File: config.mk
export PLATFORM = sky130hd
export DESIGN_NAME = burst_pwm_timer
export DESIGN_NICKNAME = d
export VERILOG_FILES = /design/src/rtl/bpw_pkg.sv /design/src/rtl/bpw_tick_gen.sv /design/src/rtl/bpw_ctrl.sv /design/src/rtl/bpw_counter.sv /design/src/rtl/bpw_out.sv /design/src/rtl/burst_pwm_timer.sv
export SDC_FILE = /design/constraint.sdc
export NUM_CORES = 1
export LEC_CHECK = 0
export BUFFER_PORTS_ARGS = -buffer_cell sky130_fd_sc_hd__buf_2
export CORE_MARGIN = 5
export CORE_UTILIZATION = 60
export CTS_BUF_LIST = sky130_fd_sc_hd__clkbuf_8
export DETAILED_ROUTE_END_ITERATION = 8
export PLACE_DENSITY_LB_ADDON = 0.2
export SLEW_MARGIN = 20
export SYNTH_ARGS = -nofsm -noshare
export SYNTH_HDL_FRONTEND = slang
export SYNTH_HIERARCHICAL = 1
export SYNTH_SLANG_ARGS = --single-unit
File: constraint.sdc
create_clock -name clk -period 1.45 [get_ports clk]
set_input_delay 0.0725 -clock clk [delete_from_list [all_inputs] [get_ports clk]]
set_output_delay 0.0725 -clock clk [all_outputs]
set_load 0.02 [all_outputs]
File: src/rtl/bpw_pkg.sv
`timescale 1ns/1ps
package bpw_pkg;
  typedef enum logic [1:0] {
    MODE_OFF    = 2'd0,
    MODE_BURST  = 2'd1,
    MODE_SQUARE = 2'd2
  } mode_e;

  localparam int unsigned CTL_RUN_BIT = 0;
  localparam int unsigned CTL_SRC_BIT = 1;
  localparam int unsigned CTL_SEL_BIT = 2;

  function automatic mode_e decode_mode(input logic src, input logic sel);
    if (sel)
      return MODE_BURST;
    else if (!src)
      return MODE_SQUARE;
    else
      return MODE_OFF;
  endfunction
endpackage

File: src/rtl/bpw_tick_gen.sv
`timescale 1ns/1ps
module bpw_tick_gen #(
  parameter int unsigned DIV = 10
) (
  input  logic clk,
  input  logic rst_n,
  output logic tick
);
  localparam int unsigned CW = (DIV > 2) ? $clog2(DIV) : 1;
  localparam logic [CW-1:0] LAST = CW'(DIV - 1);

  logic [CW-1:0] cnt_q, cnt_d;
  logic          tick_d;

  always_comb begin
    tick_d = (cnt_q == LAST);
    if (cnt_q == LAST)
      cnt_d = '0;
    else
      cnt_d = cnt_q + 1'b1;
  end

  always_ff @(posedge clk or negedge rst_n) begin
    if (!rst_n) begin
      cnt_q <= '0;
      tick  <= 1'b0;
    end else begin
      cnt_q <= cnt_d;
      tick  <= tick_d;
    end
  end

  AST_TICK_SINGLE: assert property (@(posedge clk) disable iff (!rst_n)
    tick |=> !tick);
endmodule

File: src/rtl/bpw_ctrl.sv
`timescale 1ns/1ps
module bpw_ctrl #(
  parameter int unsigned DW = 8
) (
  input  logic          clk,
  input  logic          rst_n,
  input  logic          wr_en,
  input  logic          wr_addr,
  input  logic [DW-1:0] wr_data,
  input  logic          hw_clr,
  output logic          run_q,
  output logic          src_q,
  output logic          sel_q,
  output logic          load,
  output logic [DW-1:0] reload_q
);
  import bpw_pkg::*;

  logic          ctl_wr, rel_wr;
  logic          run_d, src_d, sel_d;
  logic [DW-1:0] reload_d;

  always_comb begin
    ctl_wr   = wr_en && wr_addr;
    rel_wr   = wr_en && !wr_addr;
    load     = ctl_wr && wr_data[CTL_RUN_BIT];
    reload_d = rel_wr ? wr_data : reload_q;
    run_d    = run_q;
    src_d    = src_q;
    sel_d    = sel_q;
    if (ctl_wr) begin
      run_d = wr_data[CTL_RUN_BIT];
      src_d = wr_data[CTL_SRC_BIT];
      sel_d = wr_data[CTL_SEL_BIT];
    end else if (hw_clr) begin
      run_d = 1'b0;
    end
  end

  always_ff @(posedge clk or negedge rst_n) begin
    if (!rst_n) begin
      run_q    <= 1'b0;
      src_q    <= 1'b0;
      sel_q    <= 1'b0;
      reload_q <= '0;
    end else begin
      run_q    <= run_d;
      src_q    <= src_d;
      sel_q    <= sel_d;
      reload_q <= reload_d;
    end
  end

  AST_START_SETS_RUN: assert property (@(posedge clk) disable iff (!rst_n)
    load |=> run_q);
  AST_HW_CLEAR_RUN: assert property (@(posedge clk) disable iff (!rst_n)
    (hw_clr && !(wr_en && wr_addr)) |=> !run_q);
endmodule

File: src/rtl/bpw_counter.sv
`timescale 1ns/1ps
module bpw_counter #(
  parameter int unsigned CW = 8
) (
  input  logic          clk,
  input  logic          rst_n,
  input  logic          load,
  input  logic [CW-1:0] reload,
  input  logic          active,
  input  logic          step,
  input  logic          autoreload,
  output logic [CW-1:0] cnt_q,
  output logic          underflow
);
  logic [CW-1:0] cnt_d;
  logic          at_zero;

  always_comb begin
    at_zero   = (cnt_q == '0);
    underflow = active && step && at_zero;
    cnt_d     = cnt_q;
    if (load)
      cnt_d = reload;
    else if (active && step) begin
      if (!at_zero)
        cnt_d = cnt_q - 1'b1;
      else if (autoreload)
        cnt_d = reload;
    end
  end

  always_ff @(posedge clk or negedge rst_n) begin
    if (!rst_n)
      cnt_q <= '0;
    else
      cnt_q <= cnt_d;
  end

  AST_LOAD_VALUE: assert property (@(posedge clk) disable iff (!rst_n)
    load |=> (cnt_q == $past(reload)));
  AST_DEC_ONE: assert property (@(posedge clk) disable iff (!rst_n)
    (active && step && !load && !at_zero) |=> (cnt_q == $past(cnt_q) - 1'b1));
endmodule

File: src/rtl/bpw_out.sv
`timescale 1ns/1ps
module bpw_out (
  input  logic           clk,
  input  logic           rst_n,
  input  bpw_pkg::mode_e mode,
  input  logic           src,
  input  logic           active,
  input  logic           tick,
  input  logic           underflow,
  input  logic           load,
  output logic           pin
);
  import bpw_pkg::*;

  logic gate_q, gate_d;
  logic sq_q, sq_d;

  always_comb begin
    gate_d = active && (mode == MODE_BURST) && src;
    sq_d   = sq_q;
    if (load || !(active && (mode == MODE_SQUARE)))
      sq_d = 1'b0;
    else if (underflow)
      sq_d = !sq_q;
  end

  // Enable for the oscillator gate changes only while the clock is low.
  always_ff @(negedge clk or negedge rst_n) begin
    if (!rst_n)
      gate_q <= 1'b0;
    else
      gate_q <= gate_d;
  end

  always_ff @(posedge clk or negedge rst_n) begin
    if (!rst_n)
      sq_q <= 1'b0;
    else
      sq_q <= sq_d;
  end

  always_comb begin
    unique case (mode)
      MODE_BURST:  pin = src ? (clk && gate_q) : (active && tick);
      MODE_SQUARE: pin = sq_q;
      default:     pin = 1'b0;
    endcase
  end

  AST_PIN_QUIET: assert property (@(posedge clk) disable iff (!rst_n)
    (!active && !$past(active)) |-> !pin);
  AST_SQ_TOGGLE_ON_UNDERFLOW: assert property (@(posedge clk) disable iff (!rst_n)
    ((sq_q != $past(sq_q)) && $past(active) && !$past(load) && ($past(mode) == MODE_SQUARE))
      |-> $past(underflow));
endmodule

File: src/rtl/burst_pwm_timer.sv
`timescale 1ns/1ps
module burst_pwm_timer #(
  parameter int unsigned DW  = 8,
  parameter int unsigned DIV = 10
) (
  input  logic          clk,
  input  logic          rst_n,
  input  logic          wr_en,
  input  logic          wr_addr,
  input  logic [DW-1:0] wr_data,
  output logic [2:0]    ctrl_rdata,
  output logic          cyc_tick,
  output logic          pin_out
);
  import bpw_pkg::*;

  logic [1:0]    rs_q;
  logic          rst_int_n;
  logic          run_q, src_q, sel_q, load;
  logic [DW-1:0] reload_q, cnt_q;
  logic          underflow, hw_clr, active, step, autoreload;
  mode_e         mode;

  always_ff @(posedge clk or negedge rst_n) begin
    if (!rst_n)
      rs_q <= '0;
    else
      rs_q <= {rs_q[0], 1'b1};
  end
  assign rst_int_n = rs_q[1];

  bpw_tick_gen #(.DIV(DIV)) u_tick (
    .clk   (clk),
    .rst_n (rst_int_n),
    .tick  (cyc_tick)
  );

  bpw_ctrl #(.DW(DW)) u_ctrl (
    .clk      (clk),
    .rst_n    (rst_int_n),
    .wr_en    (wr_en),
    .wr_addr  (wr_addr),
    .wr_data  (wr_data),
    .hw_clr   (hw_clr),
    .run_q    (run_q),
    .src_q    (src_q),
    .sel_q    (sel_q),
    .load     (load),
    .reload_q (reload_q)
  );

  always_comb begin
    mode       = decode_mode(src_q, sel_q);
    active     = run_q && (mode != MODE_OFF);
    step       = ((mode == MODE_BURST) && src_q) ? 1'b1 : cyc_tick;
    autoreload = (mode == MODE_SQUARE);
    hw_clr     = underflow && (mode == MODE_BURST);
    ctrl_rdata = {sel_q, src_q, run_q};
  end

  bpw_counter #(.CW(DW)) u_cnt (
    .clk        (clk),
    .rst_n      (rst_int_n),
    .load       (load),
    .reload     (reload_q),
    .active     (active),
    .step       (step),
    .autoreload (autoreload),
    .cnt_q      (cnt_q),
    .underflow  (underflow)
  );

  bpw_out u_out (
    .clk       (clk),
    .rst_n     (rst_int_n),
    .mode      (mode),
    .src       (src_q),
    .active    (active),
    .tick      (cyc_tick),
    .underflow (underflow),
    .load      (load),
    .pin       (pin_out)
  );
endmodule

==> metrics.txt, run 1 <==
# TYPE chip_impl_metric gauge
chip_impl_info{name="run_status",value="did not finish"} 1
chip_impl_info{name="lastStage",value="global routing (5_1_grt)"} 1
chip_impl_info{name="toolErrorMsg",value="[ERROR GRT-0232] Routing congestion too high. Check the congestion heatmap in the GUI."} 1
chip_impl_metric{name="dp_hpwl",unit="microns"} 2740
chip_impl_metric{name="synthMuxAreaShare",unit="%"} 11.6
chip_impl_metric{name="global_route.usage.total",unit="%"} 67.5
chip_impl_metric{name="synth_cell_types",unit=""} 54
chip_impl_info{name="crit_endpoint",value="pin_out"} 1
chip_impl_info{name="synth.area.top_cells",value="sky130_fd_sc_hd__dfrtp_1, sky130_fd_sc_hd__mux2_4, sky130_fd_sc_hd__ha_1"} 1
chip_impl_metric{name="synth_warnings",unit=""} 6
chip_impl_metric{name="initial_antenna_violation_count",unit=""} 1
chip_impl_metric{name="synth_xor_xnor_area_share",unit="%"} 1.11
chip_impl_metric{name="syn-mean-instance-area",unit="sq um"} 11.1
chip_impl_metric{name="rows",unit=""} 18
chip_impl_info{name="timing.repair.worst_endpoint_type",value="primary output"} 1
chip_impl_metric{name="fp.dieH",unit="microns"} 61.3
chip_impl_metric{name="synth_top_area_share",unit="%"} 42.7
chip_impl_metric{name="die_width",unit="microns"} 61.3
chip_impl_metric{name="synth.net_count",unit=""} 159
chip_impl_metric{name="synth_compound_gate_area_share",unit="%"} 15.3
chip_impl_metric{name="start_util",unit="%"} 63.3
chip_impl_info{name="yosys.area.top_type",value="sky130_fd_sc_hd__dfrtp_1"} 1
chip_impl_metric{name="post_synth_and_or_nand_nor_area_fraction",unit="%"} 18.5
chip_impl_metric{name="ioPinCount",unit=""} 17
chip_impl_metric{name="synth.ff_latch_count",unit=""} 28
chip_impl_metric{name="number_of_enable_flip_flop_cells_after_synthesis",unit=""} 0
chip_impl_info{name="postSynth.topFlopCell",value="sky130_fd_sc_hd__dfrtp_1"} 1
chip_impl_metric{name="grt_start_max_net_pins",unit=""} 26
chip_impl_metric{name="globalRoute.totalOverflow",unit=""} 19
chip_impl_metric{name="netlist_instances",unit=""} 143
chip_impl_metric{name="synth_fa_ha_area_share",unit="%"} 3.16
chip_impl_info{name="largest_family_of_logic_cells_by_synthesized_area",value="simple AND/OR/NAND/NOR gates"} 1
chip_impl_metric{name="port-buffer-count",unit=""} 16
chip_impl_metric{name="gp_routability_congestion",unit=""} 0.870
chip_impl_metric{name="synth_area",unit="sq mm"} 0.00158
chip_impl_metric{name="async_reset_ff_share",unit="%"} 100
chip_impl_metric{name="synth_seq_area_share",unit="%"} 44.3
-- logic make-up after synthesis --
| kind of cell | count (synthesis) |
|---|---|
| buffers and inverters | 19 |
| adders and majority gates | 4 |
| AOI/OAI and AO/OA | 30 |
| other | 1 |
| xor gates and xnor gates | 2 |
| DFF | 28 |
| and+or+nand+nor | 45 |
| muxes | 14 |
-- Yosys cell counts, drive strengths merged, types with 2 or more instances --
cell type / count
a31o: 2
buf: 4
clkbuf: 3
o32a: 3
nor2b: 6
nand2: 9
nor3: 4
nor4: 4
and2: 2
nand2b: 2
a21oi: 4
mux2i: 3
nand3: 2
o21ai: 3
nor2: 7
inv: 12
nor3b: 2
dfrtp: 27
xnor2: 2
o32ai: 3
and3: 4
a31oi: 2
mux2: 11
a2bb2oi: 2
ha: 4
-- metrics by stage --
stage	setup WS (ps)	hold WS (ps)	cells	instance area (sq um)	setup TNS, ps
floorplan	-421	-223	143	1650	-1800
global placement	-294	-141	214	1970	-1810
detailed placement	-321	-132	214	1970	-2150
CTS	-583	110	242	2370	-2860
-- per-layer routing --
metal / global-route usage (%) / GRT overflow
met5: 8.57 / 0
met4: 68.2 / 11
met3: 53.9 / 0
met2: 81.4 / 8
met1: 69.1 / 0
-- timing repair --
action	4_1_cts
endpoints found under the setup margin	15
pin swaps	8
hold buffers	10
endpoints found under the hold margin	12
buffers inserted	11
resized for setup	30
==> run 2, diff against run 1 <==
--- a/config.mk
+++ b/config.mk
@@ -7,10 +7,9 @@
 export LEC_CHECK = 0
 export BUFFER_PORTS_ARGS = -buffer_cell sky130_fd_sc_hd__buf_2
 export CORE_MARGIN = 5
-export CORE_UTILIZATION = 60
-export CTS_BUF_LIST = sky130_fd_sc_hd__clkbuf_8
+export CORE_UTILIZATION = 40
 export DETAILED_ROUTE_END_ITERATION = 8
-export PLACE_DENSITY_LB_ADDON = 0.2
+export PLACE_DENSITY_LB_ADDON = 0.15
 export SLEW_MARGIN = 20
 export SYNTH_ARGS = -nofsm -noshare
 export SYNTH_HDL_FRONTEND = slang
==> run 2 against run 1 <==
  * The flow now finishes, with violations (negative setup slack)
  * Synthesized cell count did not move
  * Synthesized area did not move
==> metrics.txt, run 2 <==
# TYPE chip_impl_metric gauge
chip_impl_metric{name="number_of_global_route_vias_before_repair",unit=""} 1399
chip_impl_info{name="synth.area.top_cells",value="sky130_fd_sc_hd__dfrtp_1, sky130_fd_sc_hd__mux2_4, sky130_fd_sc_hd__ha_1"} 1
chip_impl_metric{name="netSwitchingPower",unit="W"} 0.00101
chip_impl_info{name="yosys.area.top_type",value="sky130_fd_sc_hd__dfrtp_1"} 1
chip_impl_metric{name="globalRoute.totalOverflow",unit=""} 0
chip_impl_metric{name="synth.ff_latch_count",unit=""} 28
chip_impl_metric{name="critical_path_data_required_time",unit="ps"} 1380
chip_impl_metric{name="drv_cap",unit=""} 0
chip_impl_metric{name="antenna_left",unit=""} 0
chip_impl_metric{name="first_iter_violations",unit=""} 44
chip_impl_metric{name="synth_area",unit="sq mm"} 0.00158
chip_impl_info{name="worst_hold_path_type",value="input pin to flop"} 1
chip_impl_info{name="critPathCaptureType",value="output pin"} 1
chip_impl_info{name="commonest_cells_post_synth",value="sky130_fd_sc_hd__dfrtp_1, sky130_fd_sc_hd__inv_1, sky130_fd_sc_hd__nand2_1"} 1
chip_impl_metric{name="final_wl",unit="microns"} 4020
chip_impl_metric{name="timing.final.max_slew_violations",unit=""} 0
chip_impl_info{name="yosys.cell_count.top_type",value="sky130_fd_sc_hd__dfrtp_1"} 1
chip_impl_metric{name="dp_hpwl",unit="microns"} 2480
chip_impl_metric{name="switching_share",unit="%"} 33.7
chip_impl_metric{name="p_comb_share",unit="%"} 43.8
chip_impl_info{name="setup_repair_after_global_routing_missed_its_margin",value="true"} 1
chip_impl_metric{name="start_util",unit="%"} 42.2
chip_impl_metric{name="synth_cell_types",unit=""} 54
chip_impl_metric{name="route.detailed.vias_per_inst",unit=""} 5.43
chip_impl_metric{name="wire_length_of_the_first_global_routing_pass",unit="microns"} 6690
chip_impl_metric{name="ioPinCount",unit=""} 17
chip_impl_metric{name="die_width",unit="microns"} 72.9
chip_impl_metric{name="die_area",unit="sq mm"} 0.00531
chip_impl_info{name="top_regs",value="u_cnt/cnt_q x8, u_ctrl/reload_q x8, u_tick/cnt_q x4"} 1
chip_impl_metric{name="synth_seq_area_share",unit="%"} 44.3
chip_impl_metric{name="synth_warnings",unit=""} 6
chip_impl_metric{name="antenna_cells",unit=""} 0
chip_impl_metric{name="timing.critical_path.arrival",unit="ps"} 1960
chip_impl_metric{name="dp_slack",unit="ps"} -316
chip_impl_metric{name="multiInputGateArea",unit="sq um"} 982
chip_impl_info{name="critical_path_class",value="flop to output pin"} 1
chip_impl_metric{name="gp_routability_congestion",unit=""} 0.852
chip_impl_metric{name="setup_viol",unit=""} 15
chip_impl_metric{name="port-buffer-count",unit=""} 16
chip_impl_metric{name="drive_gt1_share",unit="%"} 52.9
chip_impl_metric{name="sequential_cell_area",unit="sq um"} 703
chip_impl_metric{name="largest_fanout_on_the_critical_path",unit=""} 1
chip_impl_metric{name="total_power_consumption",unit="W"} 0.00301
chip_impl_metric{name="worst_ir_drop_vdd",unit="mV"} 0.589
chip_impl_metric{name="final.setup.worst_slack",unit="ps"} -578
chip_impl_metric{name="insertion_delay",unit="ps"} 400
chip_impl_metric{name="initial_antenna_violation_count",unit=""} 0
chip_impl_info{name="postSynth.topFlopCell",value="sky130_fd_sc_hd__dfrtp_1"} 1
chip_impl_metric{name="power_density_over_the_cells",unit="mW/mm^2"} 1250
chip_impl_metric{name="rows",unit=""} 22
chip_impl_metric{name="holdWs",unit="ps"} 87.7
chip_impl_info{name="cts_tree",value="yes"} 1
chip_impl_metric{name="clock_network_power_share",unit="%"} 21.8
chip_impl_metric{name="num-fill-cells",unit=""} 309
chip_impl_metric{name="skew",unit="ps"} 22.1
chip_impl_metric{name="async_reset_ff_share",unit="%"} 100
chip_impl_metric{name="synth.net_count",unit=""} 159
chip_impl_info{name="startpoint_type",value="flop"} 1
chip_impl_metric{name="timing.final.hold_violations",unit=""} 0
chip_impl_metric{name="grt_start_max_net_pins",unit=""} 26
chip_impl_metric{name="netlist_instances",unit=""} 143
chip_impl_metric{name="final_net_count",unit=""} 227
chip_impl_metric{name="dr.pass1.iters",unit=""} 5
chip_impl_metric{name="vias",unit=""} 1400
chip_impl_info{name="violations",value="negative setup slack"} 1
chip_impl_metric{name="synth_top_area_share",unit="%"} 42.7
chip_impl_info{name="layout_commonest_cell",value="sky130_fd_sc_hd__buf_4"} 1
chip_impl_metric{name="floorplan.core_area",unit="sq mm"} 0.00374
chip_impl_metric{name="seq_power_share",unit="%"} 34.4
chip_impl_metric{name="number_of_enable_flip_flop_cells_after_synthesis",unit=""} 0
chip_impl_info{name="run_status",value="finished, violations left"} 1
chip_impl_metric{name="fp.dieH",unit="microns"} 72.9
chip_impl_info{name="mostFrequentLayoutCells",value="sky130_fd_sc_hd__buf_4, sky130_fd_sc_hd__dfrtp_1, sky130_fd_sc_hd__buf_2"} 1
chip_impl_metric{name="global_route.usage.total",unit="%"} 16.3
chip_impl_metric{name="leakagePower",unit="nW"} 1.07
chip_impl_metric{name="power.internal",unit="W"} 0.00199
chip_impl_metric{name="drc_violations_left",unit=""} 0
chip_impl_metric{name="path_clk_slew",unit="ps"} 90
chip_impl_metric{name="syn-mean-instance-area",unit="sq um"} 11.1
chip_impl_metric{name="layout_overhead_on_the_synthesized_area",unit="%"} 52.5
chip_impl_metric{name="wl_per_cell",unit="microns"} 15.6
run 2: cell counts after synthesis:
No cell type changed its count.
run 2: final cells by class:
cell class | instances | share of cell area [%]
clock buffers | 8 | 4.05
inverters | 12 | 1.97
multi-input cells | 96 | 40.7
flip-flops and latches | 28 | 29.1
well taps | 48 | 2.49
repair buffers | 66 | 21.6
run 2: layer usage:
layer | up-vias | routed length [microns] | GRT usage [%]
met2 | 39 | 2010 | 25.8
met5 | - | 0 | 0
met4 | 0 | 49 | 7.58
met3 | 5 | 195 | 4.13
li1 | 658 | - | -
met1 | 698 | 1770 | 20.9
run 2: critical path, stage by stage, from the launching register on:
cell and delay, ps:
sky130_fd_sc_hd__dfrtn_1 400, sky130_fd_sc_hd__nand4_1 130, sky130_fd_sc_hd__a31oi_4 160, sky130_fd_sc_hd__buf_6 130
run 2: through the flow:
stage               utilization [%]  TNS [ps]  cell area [sq um]  instances
floorplan                         -     -1800               1650        143
detailed placement             52.6     -2150               1970        229
global placement               52.6     -1910               1970        229
CTS                            61.5     -2370               2300        252
finish                         64.4     -2930               2410        258
global route                   64.4     -3620               2410        258
run 2: logic make-up after synthesis:
kind of cell	after synthesis	synth area share, %
buffers and inverters	19	5.70
other	1	0.237
and+or+nand+nor	45	18.5
DFF	28	44.3
muxes	14	11.6
adders and majority gates	4	3.16
AOI/OAI and AO/OA	30	15.3
xor gates and xnor gates	2	1.11
run 2: power groups by stage:
stage | clock, W | sequential, W | combinational (W)
2_1_floorplan | 0.00000155 | 0.00106 | 0.000558
3_3_place_gp | 0.00000176 | 0.00104 | 0.000970
3_5_place_dp | 0.00000176 | 0.00104 | 0.000977
4_1_cts | 0.000666 | 0.00103 | 0.00116
5_1_grt | 0.000708 | 0.00105 | 0.00141
6_report | 0.000656 | 0.00103 | 0.00131
run 2: final timing paths:
| kind | slack [ps] | to | startpoint | cells past startpoint |
|---|---|---|---|---|
| min in group asynchronous | 280 | u_cnt/cnt_q[1] | rs_q[1] | 1 |
| max | -580 | pin_out | u_out/gate_q | 3 |
| min | 90 | u_ctrl/sel_q | wr_en | 3 |
| max reg2reg | -310 | u_out/gate_q | u_ctrl/sel_q | 4 |
| min reg2reg | 280 | u_cnt/cnt_q[1] | rs_q[1] | 1 |
| max in group asynchronous | 690 | u_out/gate_q | rs_q[1] | 0 |
run 2: what timing repair did:
item	in CTS	in global routing
endpoints found under the hold margin	12	0
pin swaps	9	5
gates resized for setup	22	11
endpoints found under the setup margin	15	15
hold buffers	10	0
cloned	0	0
buffers inserted	7	7
(Power assumes the default switching activity.)
==> run 3, diff against run 2 <==
--- a/config.mk
+++ b/config.mk
@@ -5,10 +5,10 @@
 export SDC_FILE = /design/constraint.sdc
 export NUM_CORES = 1
 export LEC_CHECK = 0
-export BUFFER_PORTS_ARGS = -buffer_cell sky130_fd_sc_hd__buf_2
 export CORE_MARGIN = 5
 export CORE_UTILIZATION = 40
 export DETAILED_ROUTE_END_ITERATION = 8
+export DONT_BUFFER_PORTS = 1
 export PLACE_DENSITY_LB_ADDON = 0.15
 export SLEW_MARGIN = 20
 export SYNTH_ARGS = -nofsm -noshare
==> run 3 against run 2 <==
  * The flow still finishes with violations (negative setup slack)
  * Sequential cell count stayed put
  * Non-clock buffer count is 9 lower
  * Final cell count is 3.9% lower
  * Design area is 0.57% higher
  * Register-to-register slack worse by 80 ps
  * Clock skew is 1.2 ps higher
  * Count of clock-buffer cells in the layout is 1 lower
  * Critical path depth is 1 lower
  * Sequential power hardly changed
  * Die area stayed put
  * Combinational power hardly changed
  * Largest cell class unchanged
==> metrics.txt, run 3 (same netlist as run 2, synthesis figures left out) <==
# TYPE chip_impl_metric gauge
chip_impl_info{name="run_status",value="finished, violations left"} 1
chip_impl_info{name="violations",value="negative setup slack"} 1
chip_impl_metric{name="fp.dieH",unit="microns"} 72.9
chip_impl_metric{name="number_of_global_route_vias_before_repair",unit=""} 1469
chip_impl_info{name="regToRegStartpoint",value="u_ctrl/sel_q"} 1
chip_impl_metric{name="regToRegSetupSlack",unit="ps"} -390
chip_impl_info{name="top_regs",value="u_cnt/cnt_q x8, u_ctrl/reload_q x8, u_tick/cnt_q x4"} 1
chip_impl_metric{name="final_net_count",unit=""} 217
chip_impl_info{name="rr_endpoint",value="u_out/gate_q"} 1
chip_impl_info{name="critPathCaptureType",value="output pin"} 1
chip_impl_metric{name="netSwitchingPower",unit="W"} 0.00102
chip_impl_metric{name="total_power_consumption",unit="W"} 0.00304
chip_impl_metric{name="power_density_over_the_cells",unit="mW/mm^2"} 1250
chip_impl_metric{name="global_route.usage.total",unit="%"} 17.4
chip_impl_metric{name="route.detailed.vias_per_inst",unit=""} 5.56
chip_impl_metric{name="dp_hpwl",unit="microns"} 2540
chip_impl_metric{name="min_path_cells",unit=""} 2
chip_impl_metric{name="floorplan.core_area",unit="sq mm"} 0.00374
chip_impl_metric{name="drive_gt1_share",unit="%"} 50.0
chip_impl_metric{name="insertion_delay",unit="ps"} 400
chip_impl_metric{name="final_wl",unit="microns"} 4220
chip_impl_info{name="worst_setup_path_startpoint",value="u_out/gate_q"} 1
chip_impl_info{name="critical_path_class",value="flop to output pin"} 1
chip_impl_metric{name="globalRoute.totalOverflow",unit=""} 0
chip_impl_metric{name="dr.pass1.iters",unit=""} 6
chip_impl_metric{name="switching_share",unit="%"} 33.6
chip_impl_metric{name="gp_routability_congestion",unit=""} 0.834
chip_impl_metric{name="ioPinCount",unit=""} 17
chip_impl_metric{name="largest_fanout_on_the_critical_path",unit=""} 1
chip_impl_metric{name="holdWs",unit="ps"} 245
chip_impl_metric{name="die_width",unit="microns"} 72.9
chip_impl_metric{name="drc_violations_left",unit=""} 0
chip_impl_metric{name="drv_cap",unit=""} 0
chip_impl_metric{name="start_util",unit="%"} 42.2
chip_impl_metric{name="first_iter_violations",unit=""} 49
chip_impl_metric{name="initial_antenna_violation_count",unit=""} 0
chip_impl_metric{name="path_clk_slew",unit="ps"} 90
chip_impl_metric{name="clock_network_power_share",unit="%"} 22.8
chip_impl_metric{name="rows",unit=""} 22
chip_impl_metric{name="placed_cells",unit=""} 213
chip_impl_info{name="worst_hold_path_type",value="input pin to flop"} 1
chip_impl_info{name="layout_commonest_cell",value="sky130_fd_sc_hd__buf_4"} 1
chip_impl_info{name="hold_path.startpoint",value="wr_en"} 1
chip_impl_metric{name="grt_start_max_net_pins",unit=""} 26
chip_impl_metric{name="seq_power_share",unit="%"} 34.0
chip_impl_metric{name="worst_ir_drop_vdd",unit="mV"} 0.726
chip_impl_metric{name="post_layout_nonfiller_instances",unit=""} 248
chip_impl_metric{name="skew",unit="ps"} 23.2
chip_impl_info{name="worstHoldEndpoint",value="u_out/sq_q"} 1
chip_impl_metric{name="critical_path_data_required_time",unit="ps"} 1380
chip_impl_metric{name="wire_length_of_the_first_global_routing_pass",unit="microns"} 6960
chip_impl_metric{name="final.setup.worst_slack",unit="ps"} -522
chip_impl_info{name="cts_tree",value="yes"} 1
chip_impl_metric{name="leakagePower",unit="nW"} 1.04
chip_impl_metric{name="layout_overhead_on_the_synthesized_area",unit="%"} 53.4
chip_impl_info{name="startpoint_type",value="flop"} 1
chip_impl_metric{name="wl_per_cell",unit="microns"} 17.0
chip_impl_metric{name="antenna_cells",unit=""} 0
chip_impl_metric{name="antenna_left",unit=""} 0
chip_impl_metric{name="setup_total_negative_slack",unit="ps"} -2810
chip_impl_metric{name="setup_viol",unit=""} 14
chip_impl_metric{name="timing.final.hold_violations",unit=""} 0
chip_impl_info{name="mostFrequentLayoutCells",value="sky130_fd_sc_hd__buf_4, sky130_fd_sc_hd__dfrtp_1, sky130_fd_sc_hd__dlygate4sd3_1"} 1
chip_impl_metric{name="vias",unit=""} 1378
chip_impl_metric{name="layout.core_utilization",unit="%"} 64.8
chip_impl_metric{name="timing.final.max_slew_violations",unit=""} 0
chip_impl_metric{name="power.internal",unit="W"} 0.00202
chip_impl_metric{name="die_area",unit="sq mm"} 0.00531
chip_impl_metric{name="timing.critical_path.arrival",unit="ps"} 1900
chip_impl_metric{name="rr_worst_depth",unit=""} 5
chip_impl_metric{name="p_comb_share",unit="%"} 43.1
chip_impl_info{name="setup_repair_after_global_routing_missed_its_margin",value="true"} 1
chip_impl_metric{name="port-buffer-count",unit=""} 0
==> run 3: cell count changes in the layout (fill, tap and decap cells not counted), moves of 2 or more <==
| cell | previous run | this run |
|---|---|---|
| sky130_fd_sc_hd__nand2_1 | 9 | 7 |
| sky130_fd_sc_hd__o21ai_1 | 3 | 1 |
| sky130_fd_sc_hd__buf_4 | 33 | 27 |
| sky130_fd_sc_hd__dlygate4sd3_1 | 10 | 21 |
| sky130_fd_sc_hd__buf_2 | 15 | 0 |
| sky130_fd_sc_hd__inv_2 | 3 | 5 |
| sky130_fd_sc_hd__o32ai_1 | 0 | 2 |
==> run 3: per-stage QoR <==
stage          area [sq um]  setup slack (ps)
2_1_floorplan          1650              -421
3_3_place_gp           1890              -303
3_5_place_dp           1890              -322
4_1_cts                2380              -531
5_1_grt                2430              -598
6_report               2430              -522
==> run 3: critical path, cell delays in order (launching register included) <==
cell                      delay, ps
sky130_fd_sc_hd__dfrtn_1        390
sky130_fd_sc_hd__nand4_1        140
sky130_fd_sc_hd__a31oi_4        240
==> run 3: repair_timing <==
action                                  in CTS  in global routing
gates resized for setup                     26                 12
gates cloned                                 1                  0
hold buffers                                21                  0
endpoints found under the hold margin       13                  0
pin swaps                                    9                  5
endpoints found under the setup margin      15                 15
setup buffers                                6                  1
==> run 3: power groups by stage <==
stage | Combinational [W] | Clock, W | Sequential (W)
detailed placement | 0.000954 | 0.00000155 | 0.00105
CTS | 0.00121 | 0.000709 | 0.00102
global route | 0.00142 | 0.000764 | 0.00105
floorplan | 0.000558 | 0.00000155 | 0.00106
finish | 0.00131 | 0.000695 | 0.00104
global placement | 0.000943 | 0.00000155 | 0.00104
==> run 3: cell type report <==
type                       count  area, sq um
sequential                    28          703
tap                           48         60.1
fill                         294         1320
inverter                      12         45.0
multi-input combinational     96          998
clock buffer                   7         96.3
timing repair buffer          57          523
==> run 3: how the worst max path moves through the flow <==
stage,slack (ps),end,cells past startpoint
3_3_place_gp,-300,u_out/gate_q,4
6_report,-520,pin_out,2
2_1_floorplan,-420,u_out/gate_q,4
3_5_place_dp,-320,u_out/gate_q,4
5_1_grt,-600,pin_out,2
4_1_cts,-530,pin_out,2
==> run 3: layer usage <==
metal | vias up | share of wire, % | global-route usage [%]
met2 | 35 | 50 | 27.3
met5 | - | 0 | 0
met1 | 703 | 44 | 22.4
li1 | 635 | - | -
met3 | 5 | 4.3 | 4.13
met4 | 0 | 1.4 | 8.40
